===== config.mk =====
export PLATFORM = sky130hd
export DESIGN_NAME = cfgAccessPort
export DESIGN_NICKNAME = d
export VERILOG_FILES = /design/src/rtl/cfg_pkg.sv /design/src/rtl/cfg_datapath.sv /design/src/rtl/cfg_control.sv /design/src/rtl/cfg_access_port.sv
export SDC_FILE = /design/constraint.sdc
export NUM_CORES = 1
export LEC_CHECK = 0
export BUFFER_PORTS_ARGS = -buffer_cell sky130_fd_sc_hd__buf_2
export CORE_ASPECT_RATIO = 1.75
export CORE_MARGIN = 4
export CORE_UTILIZATION = 52
export DETAILED_ROUTE_END_ITERATION = 10
export PLACE_DENSITY = 0.86
export SETUP_SLACK_MARGIN = 0.05
export SYNTH_ARGS = -nofsm -noshare
export SYNTH_HDL_FRONTEND = slang
export SYNTH_SLANG_ARGS = --single-unit

===== constraint.sdc =====
create_clock -name clk -period 2.49 [get_ports clk]
set_input_delay 0.498 -clock clk [delete_from_list [all_inputs] [get_ports clk]]
set_output_delay 0.498 -clock clk [all_outputs]
set_load 0.1 [all_outputs]

===== src/rtl/cfg_pkg.sv =====
package cfgPkg;
  // Strobes from the controller to the datapath
  typedef struct packed {
    logic loadSel;   // store write data into selector
    logic rdSel;     // return selector as read data
    logic rdTarget;  // return steered target read data
    logic rdZero;    // return zero read data
    logic setErr;    // flag the access as rejected
  } ctlStrobes_t;

  typedef enum logic [1:0] {ST_IDLE, ST_BUSY, ST_DONE} ctlState_t;
endpackage


===== src/rtl/cfg_datapath.sv =====
module cfgDatapath
  import cfgPkg::*;
#(
  parameter int CPU_AW = 8,
  parameter logic [CPU_AW-1:0] SEL_OFF = 8'h28,
  parameter logic [CPU_AW-1:0] WIN_OFF = 8'h2C
) (
  input  logic              clk,
  input  logic              rstN,
  input  ctlStrobes_t       stb,
  input  logic [CPU_AW-1:0] cpuAddr,
  input  logic [2:0]        cpuSize,
  input  logic [31:0]       cpuWdata,
  input  logic [31:0]       tgtRdata,
  output logic              isSel,
  output logic              isWin,
  output logic              selWordOk,
  output logic              winSizeOk,
  output logic              gateOn,
  output logic [31:0]       cpuRdata,
  output logic              cpuErr,
  output logic [7:0]        tgtBus,
  output logic [4:0]        tgtDev,
  output logic [2:0]        tgtFunc,
  output logic [5:0]        tgtReg,
  output logic [3:0]        tgtBe,
  output logic [31:0]       tgtWdata
);
  localparam int DW_HI = CPU_AW - 1;

  logic [31:0] selReg;
  logic [1:0]  laneOff;
  logic [4:0]  shiftAmt;
  logic [31:0] shiftedRd;
  logic [31:0] sizeMask;

  assign laneOff  = cpuAddr[1:0];
  assign shiftAmt = {laneOff, 3'b000};

  assign isSel = (cpuAddr[DW_HI:2] == SEL_OFF[DW_HI:2]);
  assign isWin = (cpuAddr[DW_HI:2] == WIN_OFF[DW_HI:2]);
  assign selWordOk = (cpuSize == 3'd4) && (laneOff == 2'd0);
  assign winSizeOk = (cpuSize == 3'd1) ||
                     (cpuSize == 3'd2 && laneOff != 2'd3) ||
                     (cpuSize == 3'd4 && laneOff == 2'd0);
  assign gateOn = selReg[31];

  assign tgtBus  = selReg[23:16];
  assign tgtDev  = selReg[15:11];
  assign tgtFunc = selReg[10:8];
  assign tgtReg  = selReg[7:2];

  always_comb begin
    case (cpuSize)
      3'd1:    begin tgtBe = 4'b0001 << laneOff; sizeMask = 32'h0000_00FF; end
      3'd2:    begin tgtBe = 4'b0011 << laneOff; sizeMask = 32'h0000_FFFF; end
      default: begin tgtBe = 4'b1111;            sizeMask = 32'hFFFF_FFFF; end
    endcase
  end

  assign tgtWdata  = cpuWdata << shiftAmt;
  assign shiftedRd = (tgtRdata >> shiftAmt) & sizeMask;

  always_ff @(posedge clk) begin
    if (!rstN) begin
      selReg   <= '0;
      cpuRdata <= '0;
      cpuErr   <= 1'b0;
    end else begin
      if (stb.loadSel) selReg <= cpuWdata;
      if (stb.rdSel)         cpuRdata <= selReg;
      else if (stb.rdTarget) cpuRdata <= shiftedRd;
      else if (stb.rdZero || stb.setErr) cpuRdata <= '0;
      if (stb.loadSel || stb.rdSel || stb.rdTarget || stb.rdZero || stb.setErr)
        cpuErr <= stb.setErr;
      else
        cpuErr <= 1'b0;
    end
  end
endmodule


===== src/rtl/cfg_control.sv =====
module cfgControl
  import cfgPkg::*;
(
  input  logic        clk,
  input  logic        rstN,
  input  logic        cpuReq,
  input  logic        cpuWrite,
  input  logic        isSel,
  input  logic        isWin,
  input  logic        selWordOk,
  input  logic        winSizeOk,
  input  logic        gateOn,
  input  logic        tgtReady,
  output ctlStrobes_t stb,
  output logic        tgtReq,
  output logic        cpuDone
);
  ctlState_t state, nextState;

  always_comb begin
    stb       = '0;
    nextState = state;
    case (state)
      ST_IDLE: if (cpuReq) begin
        nextState = ST_DONE;
        if (isSel) begin
          if (!selWordOk)    stb.setErr  = 1'b1;
          else if (cpuWrite) begin stb.loadSel = 1'b1; stb.rdZero = 1'b1; end
          else               stb.rdSel   = 1'b1;
        end else if (isWin) begin
          if (!winSizeOk)    stb.setErr  = 1'b1;
          else if (!gateOn)  stb.rdZero  = 1'b1;
          else               nextState   = ST_BUSY;
        end else begin
          stb.rdZero = 1'b1;
        end
      end
      ST_BUSY: if (tgtReady) begin
        nextState = ST_DONE;
        if (cpuWrite) stb.rdZero   = 1'b1;
        else          stb.rdTarget = 1'b1;
      end
      default: nextState = ST_IDLE;
    endcase
  end

  always_ff @(posedge clk) begin
    if (!rstN) state <= ST_IDLE;
    else       state <= nextState;
  end

  assign tgtReq  = (state == ST_BUSY);
  assign cpuDone = (state == ST_DONE);
endmodule


===== src/rtl/cfg_access_port.sv =====
module cfgAccessPort
  import cfgPkg::*;
#(
  parameter int CPU_AW = 8,
  parameter logic [CPU_AW-1:0] SEL_OFF = 8'h28,
  parameter logic [CPU_AW-1:0] WIN_OFF = 8'h2C
) (
  input  logic              clk,
  input  logic              rstN,
  input  logic              cpuReq,
  input  logic              cpuWrite,
  input  logic [CPU_AW-1:0] cpuAddr,
  input  logic [2:0]        cpuSize,
  input  logic [31:0]       cpuWdata,
  output logic [31:0]       cpuRdata,
  output logic              cpuDone,
  output logic              cpuErr,
  output logic              tgtReq,
  output logic              tgtWrite,
  output logic [7:0]        tgtBus,
  output logic [4:0]        tgtDev,
  output logic [2:0]        tgtFunc,
  output logic [5:0]        tgtReg,
  output logic [3:0]        tgtBe,
  output logic [31:0]       tgtWdata,
  input  logic              tgtReady,
  input  logic [31:0]       tgtRdata
);
  ctlStrobes_t stb;
  logic isSel, isWin, selWordOk, winSizeOk, gateOn;

  assign tgtWrite = cpuWrite;

  cfgControl u_ctl (
    .clk(clk), .rstN(rstN), .cpuReq(cpuReq), .cpuWrite(cpuWrite),
    .isSel(isSel), .isWin(isWin), .selWordOk(selWordOk), .winSizeOk(winSizeOk),
    .gateOn(gateOn), .tgtReady(tgtReady), .stb(stb), .tgtReq(tgtReq),
    .cpuDone(cpuDone)
  );

  cfgDatapath #(.CPU_AW(CPU_AW), .SEL_OFF(SEL_OFF), .WIN_OFF(WIN_OFF)) u_dp (
    .clk(clk), .rstN(rstN), .stb(stb), .cpuAddr(cpuAddr), .cpuSize(cpuSize),
    .cpuWdata(cpuWdata), .tgtRdata(tgtRdata), .isSel(isSel), .isWin(isWin),
    .selWordOk(selWordOk), .winSizeOk(winSizeOk), .gateOn(gateOn),
    .cpuRdata(cpuRdata), .cpuErr(cpuErr), .tgtBus(tgtBus), .tgtDev(tgtDev),
    .tgtFunc(tgtFunc), .tgtReg(tgtReg), .tgtBe(tgtBe), .tgtWdata(tgtWdata)
  );
endmodule


==> results_dict.tcl, run 1 <==
set metrics [dict create \
    outcome "finished clean" \
    worstSetupEndpointType "output port" \
    synth_edf_count 0 \
    yosys_register_bits 67 \
    overflow 0 \
    die-area_mm2 0.00924 \
    path_cells "buf_2, xnor2_1, nor2_1, o21ai_2, buf_2" \
    max_slew.worst_pin.slew_ns 0.786 \
    hold_class "input port to flip-flop" \
    nets 743 \
    synth_flop_cell "dfxtp_1" \
    io_buffer_count 173 \
    slew_violations 0 \
    async_flop_share_pct 0 \
    rr_startpoint "u_ctl.state[1]$_SDFFE_PN0P_" \
    clkTransAtPathRegs_ns 0.05 \
    syn_area_per_cell_um2 7.50 \
    io_pins 174 \
    grt_pass1_wl_mm 21.5 \
    finalHoldViolCount 0 \
    peakVddDrop_mv 0.450 \
    power_density_mw_per_mm2 558 \
    layout_common_cells "buf_2 (146), nand2_1 (112), dfxtp_1 (67), a21oi_1 (58), mux2i_1 (32)" \
    cts-root-buf "clkbuf_16" \
    post_drt_via_cell_ratio 6.06 \
    dp_hpwl_mm 10.7 \
    nFillCells 575 \
    final_common_cell "buf_2" \
    slew_headroom_pct 47.5 \
    grt_max_degree 66 \
    min_from "cpuWdata[27]" \
    grt_use_total_pct 30.7 \
    grt_setup_unrepaired "no" \
    grt_pass1_vias 4275 \
    first_pass_iters 6 \
    clock-sinks 67 \
    cts_buffer_depth 2 \
    drt-total-wl_mm 14.3 \
    rr_endpoint "u_dp.cpuRdata[26]$_SDFFE_PN0P_" \
    cp_num_buf_inv 2 \
    die_h_um 124 \
    yosysUniqueCellTypes 39 \
    rows 42 \
    ff2ff_setup_slack_ns 0.75 \
    htreeDepth 3 \
    fin_crit_sh_pct 88.4 \
    netlist_instances 535 \
    whs_ns 0.420 \
    drc 0 \
    fin_util_pct 73.4 \
    worstPathMaxFanout 11 \
    area_growth_pct 38.5 \
    period_needed_ns 2.20 \
    leakagePower_nw 2.36 \
    drt_iter0_drc 500 \
    crit_type "input port to output port" \
    setup_viol 0 \
    drive_gt1_share_pct 35.4 \
    synth_nets 615 \
    gp_congestion 0.981 \
    tritoncts "built" \
    critPathLaunchType "input port" \
    min_to "u_dp.selReg[27]$_SDFFE_PN0P_" \
    die_w_um 74.4 \
    final-seq-area_mm2 0.00134 \
    reg2reg_depth 6 \
    required_ns 1.99 \
    yosysSeqAreaShare_pct 33.4 \
    synth_area_mm2 0.00401 \
    crit_top_cell "buf_2" \
    cts_made_buffers 9 \
    postCtsSetupBuffers 0 \
    wl_per_cell_um 18.9 \
    cp_top_family "buffers and inverters" \
    synth_warnings 0 \
    antenna_found_initial 0 \
    crit_arrival_ns 1.70 \
    fmax_mhz 454 \
    start_util_pct 53.0 \
    fp.coreArea_mm2 0.00757 \
    crit_slowest_cell "buf_2" \
    insertion_delay_ns 0.34 \
    vias 4580 \
    max_stage_delay_ns 0.43 \
    whs_path_depth 3 \
    cts_resized 0 \
    fin_tns_setup_ns 0 \
    skew_ns 0.00536 \
    multi_input_area_mm2 0.00238 \
    total_power_mw 3.10 \
    maxCapViolations 0 \
    antenna_left 0 \
    cts_hold_buffers 0 \
]
## layer usage
| layer | GRT usage [%] | vias to the layer above | share of wire (%) |
|---|---|---|---|
| met5 | 0 | - | 0 |
| met4 | 16.3 | 0 | 4.7 |
| met3 | 7.75 | 50 | 11 |
| met2 | 51.5 | 348 | 50 |
| met1 | 35.2 | 2081 | 35 |
| li1 | - | 2101 | - |
## logic make-up (layout without fill, tap and decap cells)
family,count (synthesis),in the layout,share of synthesized area (%)
DFF,67,67,33.4
buffers and inverters,80,212,11.5
AOI/OAI and AO/OA,162,162,24.7
xor gates and xnor gates,1,1,0.218
muxes,32,32,7.99
and+or+nand+nor,193,193,22.2
other,0,1,0
## cell usage after synthesis, types with 2 or more instances
master	count	area, um2
a211oi_1	17	128
a21oi_1	66	330
a22oi_1	14	105
a2bb2oi_1	9	78.8
and2_1	9	56.3
buf_1	4	15.0
buf_2	15	75.1
buf_4	28	210
buf_6	5	56.3
clkbuf_1	16	60.1
dfxtp_1	67	1340
inv_1	11	41.3
mux2i_1	32	320
nand2_1	112	420
nand2b_1	3	18.8
nand3_1	5	25.0
nor2_1	32	120
nor2_2	2	12.5
nor2b_1	20	125
o211ai_1	2	15.0
o21ai_0	13	65.1
o21ai_1	4	20.0
o21bai_1	2	15.0
o22ai_1	29	181
o32ai_1	4	35.0
## report_power, final
part	switching, mW	internal, mW
Sequential	0.00141	1.07
Clock	0.437	0.689
Combinational	0.601	0.297
Total	1.04	2.06
## state kept, by name, summed over array words and instances, names as in the netlist
signal / count
u_dp.cpuErr: 1
u_dp.selReg: 32
u_ctl.state: 2
u_dp.cpuRdata: 32
## per-stage QoR
stage | instance area, um2 | worst slack [ns] | instances
finish | 5550 | 0.290 | 756
global route | 5550 | 0.195 | 755
CTS | 5550 | 0.297 | 755
detailed placement | 5290 | 0.277 | 740
global placement | 5290 | 0.324 | 740
floorplan | 4190 | -0.218 | 535
## how the worst max path moves through the flow
stage,end,start,depth (start not counted)
final,tgtBe[0],cpuSize[1],5
after global routing,tgtBe[0],cpuSize[1],5
after CTS,tgtBe[0],cpuSize[1],5
after detailed placement,u_dp.cpuRdata[26]$_SDFFE_PN0P_,cpuAddr[0],8
after global placement,u_dp.cpuRdata[25]$_SDFFE_PN0P_,cpuAddr[0],8
after floorplan,tgtWdata[28],cpuAddr[0],5
## worst min-delay path: stages
cell,delay [ns]
buf_2,0.10
nand2_1,0.05
a21oi_1,0.06
## final cells by class
class / instances / area share [%]
Antenna cell: 1 / 0.0451
Clock buffer: 12 / 4.44
Clock inverter: 3 / 0.270
Inverter: 12 / 0.811
Multi-Input combinational cell: 388 / 42.9
Sequential cell: 67 / 24.1
Tap cell: 88 / 1.98
Timing Repair Buffer: 185 / 25.4
(Power assumes the default switching activity.)
==> inputs of run 2 (changes only) <==
--- a/config.mk
+++ b/config.mk
@@ -8,9 +8,9 @@
 export BUFFER_PORTS_ARGS = -buffer_cell sky130_fd_sc_hd__buf_2
 export CORE_ASPECT_RATIO = 1.75
 export CORE_MARGIN = 4
-export CORE_UTILIZATION = 52
+export CORE_UTILIZATION = 45
 export DETAILED_ROUTE_END_ITERATION = 10
-export PLACE_DENSITY = 0.86
+export PLACE_DENSITY = 0.76
 export SETUP_SLACK_MARGIN = 0.05
 export SYNTH_ARGS = -nofsm -noshare
 export SYNTH_HDL_FRONTEND = slang
==> results_dict.tcl, run 2 (synthesis results as in run 1) <==
set metrics [dict create \
    slew_headroom_pct 42.2 \
    max_slew.worst_pin.slew_ns 0.864 \
    drt-total-wl_mm 14.5 \
    postCtsSetupBuffers 0 \
    die-area_mm2 0.0105 \
    required_ns 1.99 \
    overflow 0 \
    largestRegisters "u_dp.cpuRdata x32, u_dp.selReg x32, u_ctl.state x2" \
    fin_area_mm2 0.00565 \
    crit_slowest_cell "mux2i_1" \
    post_drt_via_cell_ratio 5.65 \
    die_h_um 133 \
    drc 0 \
    crit_type "input port to output port" \
    outcome "finished clean" \
    crit_top_cell "buf_12" \
    fin_crit_sh_pct 90.1 \
    max_stage_delay_ns 0.41 \
    skew_ns 0.00349 \
    start_util_pct 46.3 \
    vias 4449 \
    worstSetupEndpointType "output port" \
    fp.coreArea_mm2 0.00867 \
    cts-root-buf "clkbuf_16" \
    tritoncts "built" \
    path_cells "buf_2, buf_12, mux2i_1, a21oi_2, buf_12" \
    final_common_cell "buf_2" \
    wl_per_cell_um 18.4 \
    setup_viol 0 \
    gp_congestion 0.965 \
    drt_iter0_drc 393 \
    grt_setup_unrepaired "no" \
    leakagePower_nw 2.40 \
    nets 746 \
    cp_top_family "buffers and inverters" \
    fmax_mhz 446 \
    peakVddDrop_mv 0.364 \
    power_density_mw_per_mm2 581 \
    insertion_delay_ns 0.33 \
    grt_pass1_wl_mm 22.6 \
    first_pass_iters 5 \
    area_growth_pct 40.9 \
    finalHoldViolCount 0 \
    period_needed_ns 2.24 \
    whs_ns 0.423 \
    antenna_found_initial 0 \
    antenna_left 0 \
    cp_num_buf_inv 3 \
    layout_common_cells "buf_2 (146), nand2_1 (112), dfxtp_1 (67), a21oi_1 (58), mux2i_1 (32)" \
    diodes 0 \
    slew_violations 0 \
    io_buffer_count 173 \
    worstPathMaxFanout 32 \
    grt_use_total_pct 27.6 \
    cts_resized 0 \
    hold_class "input port to flip-flop" \
    htreeDepth 3 \
    dpl_cell_area_mm2 0.00534 \
    dp_hpwl_mm 11.0 \
    grt_pass1_vias 4447 \
    maxCapViolations 0 \
    critPathLaunchType "input port" \
    die_w_um 79.4 \
    rows 45 \
    cts_made_buffers 9 \
    clock-sinks 67 \
    io_pins 174 \
    clkTransAtPathRegs_ns 0.05 \
    cts_hold_buffers 0 \
    cts_buffer_depth 2 \
    grt_max_degree 38 \
    total_power_mw 3.28 \
    drive_gt1_share_pct 36.1 \
    crit_arrival_ns 1.74 \
]
## run 2: final timing paths
check | start | to | slack (ns) | cells past startpoint
hold reg to reg | u_dp.cpuRdata[29]$_SDFFE_PN0P_ | u_dp.cpuRdata[29]$_SDFFE_PN0P_ | 0.45 | 2
setup / recovery | cpuAddr[1] | tgtWdata[30] | 0.25 | 5
hold / removal | cpuWdata[29] | u_dp.selReg[29]$_SDFFE_PN0P_ | 0.42 | 3
setup reg to reg | u_ctl.state[1]$_SDFFE_PN0P_ | u_dp.cpuRdata[21]$_SDFFE_PN0P_ | 0.66 | 5
## run 2: layout make-up
type / count / area (um2)
fillers: 754 / 3020
multi-input cells: 388 / 2380
repair buffers: 188 / 1420
flip-flops and latches: 67 / 1340
clock buffers: 12 / 267
well taps: 117 / 146
clock inverters: 4 / 47.5
inverters: 12 / 45.0
## run 2: layer usage
layer	global-route usage [%]	vias up	share of wire [%]
met3	7.90	46	8.6
met2	46.1	252	49
li1	-	2104	-
met1	31.4	2047	37
met5	0	-	0
met4	14.1	0	4.8
## run 2: per-stage QoR
stage | utilization, % | instances | TNS, ns | setup slack [ns]
after floorplan | - | 535 | -2.05 | -0.218
after global placement | 61.5 | 772 | 0 | 0.305
after detailed placement | 61.5 | 772 | 0 | 0.265
after CTS | 65.2 | 788 | 0 | 0.256
after global routing | 65.2 | 788 | 0 | 0.161
final | 65.2 | 788 | 0 | 0.247
## run 2: tightest hold or removal path, cell delays in order
cell and delay (ns):
buf_2 0.10, nand2_1 0.05, a21oi_1 0.06
## run 2: power breakdown
| part | internal, mW | total (mW) | leakage [nW] | switching (mW) |
|---|---|---|---|---|
| Sequential | 1.07 | 1.08 | 0.540 | 0.00138 |
| Clock | 0.852 | 1.31 | 0.155 | 0.458 |
| Combinational | 0.297 | 0.897 | 1.70 | 0.600 |
==> inputs of run 3 (changes only) <==
--- a/config.mk
+++ b/config.mk
@@ -10,6 +10,7 @@
 export CORE_MARGIN = 4
 export CORE_UTILIZATION = 45
 export DETAILED_ROUTE_END_ITERATION = 10
+export MAX_ROUTING_LAYER = met4
 export PLACE_DENSITY = 0.76
 export SETUP_SLACK_MARGIN = 0.05
 export SYNTH_ARGS = -nofsm -noshare
==> results_dict.tcl, run 3 (synthesis results as in run 1) <==
set metrics [dict create \
    outcome "finished clean" \
    largestRegisters "u_dp.cpuRdata x32, u_dp.selReg x32, u_ctl.state x2" \
    fp.coreArea_mm2 0.00867 \
    p_sw_share_pct 32.9 \
    cts-root-buf "clkbuf_16" \
    final_common_cell "buf_2" \
    grt_setup_unrepaired "no" \
    vias 4528 \
    total_power_mw 3.15 \
    clkTransAtPathRegs_ns 0.05 \
    met1Wirelength_mm 5.66 \
    maxCapViolations 0 \
    cts_made_buffers 9 \
    worstPathMaxFanout 32 \
    setup_viol 0 \
    io_buffer_count 173 \
    required_ns 1.99 \
    rows 45 \
    critPathLaunchType "input port" \
    die-area_mm2 0.0105 \
    crit_type "input port to output port" \
    drive_gt1_share_pct 35.8 \
    p_int_mw 2.12 \
    area_growth_pct 40.0 \
    grt_pass1_wl_mm 22.0 \
    pwr-share-seq_pct 34.1 \
    ff2ff_setup_slack_ns 0.64 \
    grt_pass1_vias 4199 \
    hold_class "input port to flip-flop" \
    nets 746 \
    gp_congestion 0.952 \
    first_pass_iters 5 \
    dpl_cell_area_mm2 0.00534 \
    worstSetupEndpointType "output port" \
    tritoncts "built" \
    wl_met3_mm 1.11 \
    min_to "u_dp.selReg[26]$_SDFFE_PN0P_" \
    wl_per_cell_um 18.6 \
    drc 0 \
    cts_resized 0 \
    nFillCells 781 \
    crit_start "cpuAddr[1]" \
    io_pins 174 \
    antenna_left 0 \
    rr_endpoint "u_dp.cpuRdata[21]$_SDFFE_PN0P_" \
    layout_common_cells "buf_2 (146), nand2_1 (112), dfxtp_1 (67), a21oi_1 (58), mux2i_1 (32)" \
    insertion_delay_ns 0.33 \
    slew_violations 0 \
    post-place-ws_ns 0.275 \
    power_density_mw_per_mm2 562 \
    peakVddDrop_mv 0.406 \
    leakagePower_nw 2.38 \
    crit_arrival_ns 1.73 \
    whs_path_depth 3 \
    fin_crit_sh_pct 89.5 \
    finalHoldViolCount 0 \
    switchingPower_mw 1.04 \
    rr_startpoint "u_ctl.state[1]$_SDFFE_PN0P_" \
    grt_max_degree 38 \
    cts_buffer_depth 2 \
    wl_met2_mm 7.21 \
    die_h_um 133 \
    skew_ns 0.00690 \
    grt_use_total_pct 27.8 \
    diodes 0 \
    fmax_mhz 449 \
    drt-total-wl_mm 14.6 \
    period_needed_ns 2.23 \
    highest_layer "met4" \
    post_drt_via_cell_ratio 5.75 \
    max_slew.worst_pin.slew_ns 0.806 \
    htreeDepth 3 \
    dp_hpwl_mm 11.1 \
    antenna_found_initial 0 \
    slew_headroom_pct 46.0 \
    min_from "cpuWdata[26]" \
    start_util_pct 46.3 \
    clkPwrFrac_pct 37.4 \
    fin_area_mm2 0.00562 \
    postCtsSetupBuffers 0 \
    die_w_um 79.4 \
    drt_iter0_drc 387 \
    reg2reg_depth 5 \
    power_frac_comb_pct 28.5 \
    clock-sinks 67 \
    layout_setup_ws_ns 0.261 \
    overflow 0 \
    cts_hold_buffers 0 \
]
[run 3: cell types whose count changed in the layout (fill, tap and decap cells not counted)]
cell,delta
bufinv_16,-1
clkbuf_1,+1
clkinvlp_4,-1
[run 3: worst max-delay path, cell delays in order]
cell and delay (ns):
buf_2 0.21, buf_12 0.26, mux2i_1 0.40, a21oi_2 0.13
buf_12 0.20
[run 3: cell type report]
| class | count | area (um2) | share of cell area (%) |
|---|---|---|---|
| Timing Repair Buffer | 188 | 1420 | 25.3 |
| Clock buffer | 13 | 270 | 4.81 |
| Clock inverter | 2 | 10.0 | 0.178 |
| Inverter | 12 | 45.0 | 0.802 |
| Sequential cell | 67 | 1340 | 23.9 |
| Multi-Input combinational cell | 388 | 2380 | 42.4 |
| Tap cell | 117 | 146 | 2.61 |
[run 3: stage by stage]
step           TNS [ns]  hold WS [ns]  utilization [%]  std cells
3_3_place_gp          0         0.437             61.5        772
5_1_grt               0         0.432             64.8        787
3_5_place_dp          0         0.439             61.5        772
4_1_cts               0         0.426             64.8        787
6_report              0         0.438             64.8        787
2_1_floorplan     -2.05         0.432                -        535
[run 3: how the worst max path moves through the flow]
stage / endpoint / slack, ns / cells after the start
floorplan: tgtWdata[28] / -0.22 / 5
global placement: tgtWdata[30] / 0.31 / 5
detailed placement: tgtWdata[31] / 0.27 / 5
CTS: tgtWdata[31] / 0.27 / 5
global route: tgtWdata[30] / 0.20 / 5
finish: tgtWdata[31] / 0.26 / 5
[run 3: power groups by stage]
stage	combinational (mW)	clock (mW)	sequential [mW]
after floorplan	0.574	0	1.10
after global placement	0.886	0	1.10
after detailed placement	0.896	0	1.10
after CTS	0.898	1.18	1.08
after global routing	0.933	1.23	1.07
final	0.900	1.18	1.08
[run 3: metal layers]
metal	vias to the layer above	GRT usage, %
li1	2108	-
met1	2101	32.7
met2	273	45.1
met3	46	5.45
met4	0	12.7
met5	-	-
